<file path="src/rtl/cpm_pkg.sv">
package cpm_pkg;

    typedef enum logic [1:0] {
        PS_OFF   = 2'd0,
        PS_STBY  = 2'd1,
        PS_ON    = 2'd2,
        PS_DRAIN = 2'd3
    } pwr_state_e;

    localparam logic [1:0] RPT_OFF  = 2'd0;
    localparam logic [1:0] RPT_STBY = 2'd1;
    localparam logic [1:0] RPT_ON   = 2'd2;

    function automatic logic [1:0] report_code(pwr_state_e s);
        logic [1:0] r;
        unique case (s)
            PS_OFF:   r = RPT_OFF;
            PS_STBY:  r = RPT_STBY;
            PS_ON:    r = RPT_ON;
            PS_DRAIN: r = RPT_ON;
        endcase
        return r;
    endfunction

endpackage

</file>
<file path="src/rtl/cpm_act_mon.sv">
module cpm_act_mon #(
    parameter int DEAD_CYC   = 64,
    parameter int LIVE_EDGES = 4
) (
    input  logic clk,
    input  logic rst_n,
    input  logic mon_i,
    output logic live_o,
    output logic rise_o
);
    localparam int IW = $clog2(DEAD_CYC + 1);
    localparam int EW = $clog2(LIVE_EDGES + 1);
    localparam logic [IW-1:0] IDLE_LAST = IW'(DEAD_CYC - 1);
    localparam logic [EW-1:0] EDGE_LAST = EW'(LIVE_EDGES - 1);

    logic [2:0]    sync_q;
    logic [IW-1:0] idle_q;
    logic [EW-1:0] ecnt_q;
    logic          live_q;
    logic          edge_seen;

    assign edge_seen = sync_q[1] ^ sync_q[2];
    assign rise_o    = sync_q[1] & ~sync_q[2];
    assign live_o    = live_q;

    always_ff @(posedge clk or negedge rst_n) begin
        if (!rst_n) begin
            sync_q <= '0;
        end else begin
            sync_q <= {sync_q[1:0], mon_i};
        end
    end

    always_ff @(posedge clk or negedge rst_n) begin
        if (!rst_n) begin
            idle_q <= '0;
            ecnt_q <= '0;
            live_q <= 1'b0;
        end else if (edge_seen) begin
            idle_q <= '0;
            if (!live_q) begin
                if (ecnt_q == EDGE_LAST) begin
                    live_q <= 1'b1;
                    ecnt_q <= '0;
                end else begin
                    ecnt_q <= ecnt_q + 1'b1;
                end
            end
        end else if (idle_q == IDLE_LAST) begin
            live_q <= 1'b0;
            ecnt_q <= '0;
        end else begin
            idle_q <= idle_q + 1'b1;
        end
    end


    live_rise_chk: assert property (@(posedge clk) disable iff (!rst_n)
        $rose(live_q) |-> $past(edge_seen));


    live_fall_chk: assert property (@(posedge clk) disable iff (!rst_n)
        $fell(live_q) |-> ($past(idle_q) == IDLE_LAST && !$past(edge_seen)));

endmodule

</file>
<file path="src/rtl/cpm_pwr_fsm.sv">
module cpm_pwr_fsm
    import cpm_pkg::*;
(
    input  logic       clk,
    input  logic       rst_n,
    input  logic       mclk_live_i,
    input  logic       bclk_live_i,
    input  logic       frame_live_i,
    input  logic       mute_n_i,
    input  logic       gain_zero_i,
    output logic [1:0] state_o,
    output logic       path_en_o,
    output logic       load_full_o,
    output logic       drain_o,
    output logic       flush_o
);
    pwr_state_e cur_q, nxt;
    logic       wake;

    assign wake = mute_n_i && bclk_live_i;

    always_comb begin
        nxt = cur_q;
        unique case (cur_q)
            PS_OFF: begin
                if (mclk_live_i && bclk_live_i)
                    nxt = mute_n_i ? PS_ON : PS_STBY;
            end
            PS_STBY: begin
                if (!mclk_live_i)  nxt = PS_OFF;
                else if (wake)     nxt = PS_ON;
            end
            PS_ON: begin
                if (!mclk_live_i)  nxt = PS_OFF;
                else if (!wake)    nxt = PS_DRAIN;
            end
            PS_DRAIN: begin
                if (!mclk_live_i)      nxt = PS_OFF;
                else if (wake)         nxt = PS_ON;
                else if (gain_zero_i)  nxt = PS_STBY;
            end
        endcase
    end

    always_ff @(posedge clk or negedge rst_n) begin
        if (!rst_n) cur_q <= PS_OFF;
        else        cur_q <= nxt;
    end

    always_comb begin
        state_o     = report_code(cur_q);
        path_en_o   = 1'b0;
        load_full_o = 1'b0;
        drain_o     = 1'b0;
        flush_o     = 1'b0;
        unique case (cur_q)
            PS_OFF:   flush_o = 1'b1;
            PS_STBY:  flush_o = 1'b1;
            PS_ON: begin
                path_en_o   = 1'b1;
                load_full_o = 1'b1;
            end
            PS_DRAIN: begin
                path_en_o = 1'b1;
                drain_o   = 1'b1;
                flush_o   = !frame_live_i;
            end
        endcase
    end


    mclk_loss_off_chk: assert property (@(posedge clk) disable iff (!rst_n)
        !mclk_live_i |=> (state_o == RPT_OFF));


    stby_hold_chk: assert property (@(posedge clk) disable iff (!rst_n)
        (cur_q == PS_STBY && mclk_live_i && !bclk_live_i) |=> (state_o == RPT_STBY));


    no_direct_stby_chk: assert property (@(posedge clk) disable iff (!rst_n)
        (cur_q == PS_ON) |=> (cur_q != PS_STBY));


    drain_done_chk: assert property (@(posedge clk) disable iff (!rst_n)
        (cur_q == PS_DRAIN && gain_zero_i && mclk_live_i && !wake) |=> (state_o == RPT_STBY));

endmodule

</file>
<file path="src/rtl/cpm_gain_ramp.sv">
module cpm_gain_ramp #(
    parameter int GAIN_W   = 10,
    parameter int RAMP_LEN = 800
) (
    input  logic              clk,
    input  logic              rst_n,
    input  logic              flush_i,
    input  logic              load_full_i,
    input  logic              drain_i,
    input  logic              tick_i,
    output logic [GAIN_W-1:0] gain_o,
    output logic              zero_o
);
    localparam logic [GAIN_W-1:0] FULL = GAIN_W'(RAMP_LEN);

    logic [GAIN_W-1:0] gain_q;

    assign gain_o = gain_q;
    assign zero_o = (gain_q == '0);

    always_ff @(posedge clk or negedge rst_n) begin
        if (!rst_n) begin
            gain_q <= '0;
        end else if (flush_i) begin
            gain_q <= '0;
        end else if (load_full_i) begin
            gain_q <= FULL;
        end else if (drain_i && tick_i && !zero_o) begin
            gain_q <= gain_q - 1'b1;
        end
    end


    gain_ceiling_chk: assert property (@(posedge clk) disable iff (!rst_n)
        gain_q <= FULL);


    gain_step_chk: assert property (@(posedge clk) disable iff (!rst_n)
        (drain_i && !flush_i) |=>
            (gain_q == $past(gain_q) || gain_q == $past(gain_q) - GAIN_W'(1)));

endmodule

</file>
<file path="src/rtl/cpm_scale.sv">
module cpm_scale #(
    parameter int DATA_W   = 24,
    parameter int GAIN_W   = 10,
    parameter int RAMP_LEN = 800
) (
    input  logic              clk,
    input  logic              rst_n,
    input  logic              en_i,
    input  logic              tick_i,
    input  logic [GAIN_W-1:0] gain_i,
    input  logic [DATA_W-1:0] samp_i,
    output logic [DATA_W-1:0] samp_o
);
    localparam int PW = DATA_W + GAIN_W + 1;
    localparam logic signed [PW-1:0] DIVISOR = PW'(RAMP_LEN);

    logic signed [PW-1:0] prod;
    logic signed [PW-1:0] quot;
    logic [DATA_W-1:0]    out_q;

    assign prod   = PW'($signed(samp_i)) * $signed({1'b0, gain_i});
    assign quot   = prod / DIVISOR;
    assign samp_o = out_q;

    always_ff @(posedge clk or negedge rst_n) begin
        if (!rst_n) begin
            out_q <= '0;
        end else if (!en_i) begin
            out_q <= '0;
        end else if (tick_i) begin
            out_q <= quot[DATA_W-1:0];
        end
    end


    idle_zero_chk: assert property (@(posedge clk) disable iff (!rst_n)
        !en_i |=> (out_q == '0));

endmodule

</file>
<file path="src/rtl/clkact_pwr_mute.sv">
module clkact_pwr_mute #(
    parameter int DATA_W         = 24,
    parameter int GAIN_W         = 10,
    parameter int RAMP_LEN       = 800,
    parameter int CLK_DEAD_CYC   = 64,
    parameter int FRAME_DEAD_CYC = 4096,
    parameter int LIVE_EDGES     = 4
) (
    input  logic              ref_clk,
    input  logic              rst_n,
    input  logic              mclk_i,
    input  logic              bclk_i,
    input  logic              lrclk_i,
    input  logic              mute_n_i,
    input  logic [DATA_W-1:0] left_i,
    input  logic [DATA_W-1:0] right_i,
    output logic [DATA_W-1:0] left_o,
    output logic [DATA_W-1:0] right_o,
    output logic [1:0]        pwr_state_o,
    output logic [GAIN_W-1:0] gain_o,
    output logic              path_en_o
);
    localparam int NMON  = 3;
    localparam int NCH   = 2;
    localparam int M_IDX = 0;
    localparam int B_IDX = 1;
    localparam int F_IDX = 2;

    logic [NMON-1:0]   mon_in;
    logic [NMON-1:0]   mon_live;
    logic [NMON-1:0]   mon_rise;
    logic [1:0]        mute_sync_q;
    logic              path_en, load_full, drain, flush, gain_zero;
    logic [GAIN_W-1:0] gain;
    logic [DATA_W-1:0] ch_in  [NCH];
    logic [DATA_W-1:0] ch_out [NCH];

    assign mon_in = {lrclk_i, bclk_i, mclk_i};

    always_ff @(posedge ref_clk or negedge rst_n) begin
        if (!rst_n) mute_sync_q <= '0;
        else        mute_sync_q <= {mute_sync_q[0], mute_n_i};
    end

    for (genvar g = 0; g < NMON; g++) begin : g_mon
        cpm_act_mon #(
            .DEAD_CYC  ((g == F_IDX) ? FRAME_DEAD_CYC : CLK_DEAD_CYC),
            .LIVE_EDGES(LIVE_EDGES)
        ) mon_i (
            .clk   (ref_clk),
            .rst_n (rst_n),
            .mon_i (mon_in[g]),
            .live_o(mon_live[g]),
            .rise_o(mon_rise[g])
        );
    end

    cpm_pwr_fsm fsm_i (
        .clk         (ref_clk),
        .rst_n       (rst_n),
        .mclk_live_i (mon_live[M_IDX]),
        .bclk_live_i (mon_live[B_IDX]),
        .frame_live_i(mon_live[F_IDX]),
        .mute_n_i    (mute_sync_q[1]),
        .gain_zero_i (gain_zero),
        .state_o     (pwr_state_o),
        .path_en_o   (path_en),
        .load_full_o (load_full),
        .drain_o     (drain),
        .flush_o     (flush)
    );

    cpm_gain_ramp #(
        .GAIN_W  (GAIN_W),
        .RAMP_LEN(RAMP_LEN)
    ) ramp_i (
        .clk        (ref_clk),
        .rst_n      (rst_n),
        .flush_i    (flush),
        .load_full_i(load_full),
        .drain_i    (drain),
        .tick_i     (mon_rise[F_IDX]),
        .gain_o     (gain),
        .zero_o     (gain_zero)
    );

    assign ch_in[0] = left_i;
    assign ch_in[1] = right_i;

    for (genvar c = 0; c < NCH; c++) begin : g_ch
        cpm_scale #(
            .DATA_W  (DATA_W),
            .GAIN_W  (GAIN_W),
            .RAMP_LEN(RAMP_LEN)
        ) scale_i (
            .clk   (ref_clk),
            .rst_n (rst_n),
            .en_i  (path_en),
            .tick_i(mon_rise[F_IDX]),
            .gain_i(gain),
            .samp_i(ch_in[c]),
            .samp_o(ch_out[c])
        );
    end

    assign left_o    = ch_out[0];
    assign right_o   = ch_out[1];
    assign gain_o    = gain;
    assign path_en_o = path_en;


    frame_loss_chk: assert property (@(posedge ref_clk) disable iff (!rst_n)
        (drain && !mon_live[F_IDX]) |=> (gain_o == '0));


    active_report_chk: assert property (@(posedge ref_clk) disable iff (!rst_n)
        path_en_o |-> (pwr_state_o == 2'd2));

endmodule

</file>
<file path="config.mk">
export PLATFORM = sky130hd
export DESIGN_NAME = clkact_pwr_mute
export DESIGN_NICKNAME = d
export VERILOG_FILES = /design/src/rtl/cpm_pkg.sv /design/src/rtl/cpm_act_mon.sv /design/src/rtl/cpm_pwr_fsm.sv /design/src/rtl/cpm_gain_ramp.sv /design/src/rtl/cpm_scale.sv /design/src/rtl/clkact_pwr_mute.sv
export SDC_FILE = /design/constraint.sdc
export NUM_CORES = 2
export LEC_CHECK = 0
export BUFFER_PORTS_ARGS = -buffer_cell sky130_fd_sc_hd__buf_2
export CAP_MARGIN = 15
export CORE_UTILIZATION = 25
export CTS_CLUSTER_SIZE = 16
export DETAILED_ROUTE_END_ITERATION = 10
export SYNTH_ARGS = -nofsm -noshare
export SYNTH_HDL_FRONTEND = slang
export SYNTH_SLANG_ARGS = --single-unit
export TNS_END_PERCENT = 20
</file>
<file path="constraint.sdc">
create_clock -name ref_clk -period 42.9 [get_ports ref_clk]
set_clock_uncertainty 0.1 [all_clocks]
set_input_delay 4.29 -clock ref_clk [delete_from_list [all_inputs] [get_ports ref_clk]]
set_output_delay 4.29 -clock ref_clk [all_outputs]
set_load 0.01 [all_outputs]
</file>
==> results.sh <==
export IMPL_outcome="complete, no violations"
export IMPL_drtPass1Iterations=7
export IMPL_rr_startpoint="ramp_i.gain_o[7]$_DFFE_PN0P_"
export IMPL_cp_end_kind="register"
export IMPL_synth_top_family_by_area="adder cells"
export IMPL_hold_violations=0
export IMPL_die_w_um=396
export IMPL_path_clk_slew_ns=0.09
export IMPL_cp_start_kind="primary input"
export IMPL_syn_area_um2=38800
export IMPL_cts_sinks=110
export IMPL_fin_crit_sh=0.733
export IMPL_drtAntennaViolNets=0
export IMPL_cpPeakStageDelay_ns=0.87
export IMPL_postCtsSetupBuffers=0
export IMPL_ys_flop_type="dfrtp_1"
export IMPL_fmax_ghz=0.0318
export IMPL_die_h_um=396
export IMPL_vias=35200
export IMPL_synthArstFlopShare=1.00
export IMPL_overflow=0
export IMPL_muxShareOfSynthArea=0.0205
export IMPL_tns_ns=0
export IMPL_drive_gt1_frac=0.109
export IMPL_final_nets=5366
export IMPL_port_buffers=114
export IMPL_final_common_cell="inv_1"
export IMPL_syn_inst=4792
export IMPL_drtIter0Drc=2531
export IMPL_cts_tree="yes"
export IMPL_clockRootBuffer="clkbuf_16"
export IMPL_insertion_delay_ns=0.40
export IMPL_grt_max_degree=67
export IMPL_worstSetupPathType="in2reg"
export IMPL_max_cap_viol_count=0
export IMPL_dieArea_um2=157000
export IMPL_grt_pass1_vias=34900
export IMPL_crit_start="left_i[8]"
export IMPL_cts_hold_buffers=0
export IMPL_core_area_um2=154000
export IMPL_yosysWarnings=0
export IMPL_synth_edf_count=0
export IMPL_hpwl_mm=92.4
export IMPL_via_per_inst=5.19
export IMPL_cts_resized=0
export IMPL_hp_start="g_mon[1].mon_i.sync_q[0]$_DFF_PN0_"
export IMPL_rows=144
export IMPL_crit_required_ns=43.08
export IMPL_syn_area_per_cell_um2=8.09
export IMPL_cpMaxStageDelayCell="a31oi_1"
export IMPL_clockBufferDepth=2
export IMPL_synth_xor_area_frac=0.0743
export IMPL_final_cell_mix="560 x inv_1, 536 x nand2_1, 418 x fa_1"
export IMPL_antenna_found_initial=27
export IMPL_critPathMaxFanout=12
export IMPL_ys_seq_area_frac=0.0710
export IMPL_syn_num_nets=5430
export IMPL_worstMarginPinSlew_ns=1.24
export IMPL_post_drt_wl_per_cell_um=16.7
export IMPL_synth_cell_type_count=180
export IMPL_synth_compound_area_frac=0.251
export IMPL_ys_seq_elements=110
export IMPL_yosys_area_share_adder=0.272
export IMPL_crit_top_cell="a31oi_1"
export IMPL_hold_class="reg2reg"
export IMPL_synthToLayoutAreaGrowth_pct=6.04
export IMPL_globalplace_congestion=0.909
export IMPL_numCtsBuffers=9
export IMPL_io_pins=115
export IMPL_slew_headroom=0.171
export IMPL_setup_violations=0
export IMPL_period_minus_slack_ns=31.45
export IMPL_rsz0062_at_grt="no"
export IMPL_crit_arrival_ns=31.64
export IMPL_routed_wl_mm=114
export IMPL_h_tree_depth=3
export IMPL_drv_slew=0
export IMPL_drc_errors=0
export IMPL_grt_pass1_wl_mm=186
export IMPL_initial_core_util=0.252
export IMPL_track_usage=0.142
export IMPL_synth_simple_gate_area_frac=0.219
==> metrics by stage <==
stage	setup slack [ns]	instance area, um^2	util	std cells	hold slack [ns]
final	11.45	41100	0.267	6782	0.255
after global routing	9.32	41100	0.267	6778	0.263
after CTS	11.94	41100	0.267	6776	0.259
after detailed placement	11.62	40800	0.265	6760	0.236
after global placement	12.05	40800	0.265	6760	0.235
after floorplan	16.03	38800	-	4792	0.231
==> state kept, by name (all words and copies together) (netlist names) <==
register	count
ramp_i.gain_o	10
fsm_i.cur_q	2
g_mon.mon_i.sync_q	9
g_ch.scale_i.samp_o	48
g_mon.mon_i.idle_q	27
g_mon.mon_i.live_o	3
mute_sync_q	2
g_mon.mon_i.ecnt_q	9
==> worst max-delay path, delay by kind of cell <==
kind                     cells  cell delay (ns)
AND/OR/NAND/NOR             17             3.95
AO/OA/AOI/OAI               48            15.71
buffers and inverters        5             0.47
multiplexers                 7             2.69
XOR/XNOR                     4             1.22
adder cells (fa/ha/maj)      7             3.30
==> kinds of logic after synthesis <==
logic type	count (synthesis)
simple gates	1647
buf+inv	786
fa+ha+maj	595
xor+xnor	315
mux	73
flops	110
compound gates	1266
==> Yosys cell counts (15+ instances only) <==
| cell | number | area share |
|---|---|---|
| o211a_1 | 20 | 0.0052 |
| o211ai_1 | 53 | 0.010 |
| xor2_1 | 75 | 0.017 |
| and3_1 | 40 | 0.0065 |
| and2_2 | 16 | 0.0031 |
| a211oi_1 | 46 | 0.0089 |
| nand3_1 | 128 | 0.017 |
| fa_1 | 418 | 0.22 |
| nand2_1 | 536 | 0.052 |
| o22ai_1 | 16 | 0.0026 |
| nor3_1 | 83 | 0.011 |
| nor4_1 | 31 | 0.0050 |
| o2111ai_1 | 16 | 0.0036 |
| mux2i_1 | 51 | 0.013 |
| buf_1 | 28 | 0.0027 |
| nand4_1 | 55 | 0.0089 |
| o21ai_0 | 151 | 0.020 |
| nor2_1 | 254 | 0.025 |
| buf_6 | 16 | 0.0046 |
| inv_1 | 560 | 0.054 |
| o21ai_1 | 35 | 0.0045 |
| o21bai_1 | 15 | 0.0029 |
| o21a_1 | 45 | 0.0087 |
| dfrtp_1 | 110 | 0.071 |
| ha_1 | 166 | 0.054 |
| o31ai_1 | 32 | 0.0062 |
| a22o_1 | 37 | 0.0084 |
| a31oi_1 | 73 | 0.012 |
| a21boi_0 | 18 | 0.0035 |
| o221ai_1 | 17 | 0.0038 |
| clkbuf_1 | 100 | 0.0097 |
| clkbuf_8 | 28 | 0.0099 |
| a211o_1 | 26 | 0.0059 |
| a21o_1 | 42 | 0.0081 |
| nand2b_1 | 17 | 0.0027 |
| xnor2_1 | 225 | 0.051 |
| and2_1 | 274 | 0.044 |
| buf_4 | 32 | 0.0062 |
| nor2b_1 | 24 | 0.0039 |
| a21oi_1 | 252 | 0.033 |
| or3_1 | 38 | 0.0061 |
==> routing by layer <==
| metal | wire length, um | up-vias | GRT usage | share of wire |
|---|---|---|---|---|
| met5 | 125 | - | 0 | 0.0011 |
| met4 | 2580 | 18 | 0.0345 | 0.023 |
| met3 | 5750 | 160 | 0.0167 | 0.051 |
| met2 | 53800 | 968 | 0.244 | 0.47 |
| met1 | 51300 | 17400 | 0.189 | 0.45 |
| li1 | - | 16600 | - | - |
==> final timing paths <==
kind	slack [ns]	end	cells after the start
max in group asynchronous	37.54	g_ch[0].scale_i.samp_o[12]$_DFFE_PN0P_	2
worst max-delay path	11.45	g_ch[0].scale_i.samp_o[22]$_DFFE_PN0P_	88
min in group asynchronous	3.81	g_ch[1].scale_i.samp_o[16]$_DFFE_PN0P_	1
worst max register to register	14.33	g_ch[0].scale_i.samp_o[22]$_DFFE_PN0P_	87
worst min-delay path	0.25	g_mon[1].mon_i.sync_q[1]$_DFF_PN0_	0
worst min register to register	0.25	g_mon[1].mon_i.sync_q[1]$_DFF_PN0_	0
==> area by class of cell <==
| type | count | area (um^2) |
|---|---|---|
| Inverter | 562 | 2110 |
| Sequential cell | 110 | 2760 |
| Tap cell | 2044 | 2560 |
| Fill cell | 16700 | 113000 |
| Clock inverter | 7 | 93.8 |
| Antenna cell | 5 | 12.5 |
| Timing Repair Buffer | 149 | 836 |
| Multi-Input combinational cell | 3896 | 32500 |
| Clock buffer | 9 | 225 |
Power is not shown: default switching activity piles up to over one toggle a cycle in this logic, so the estimate is an artifact.
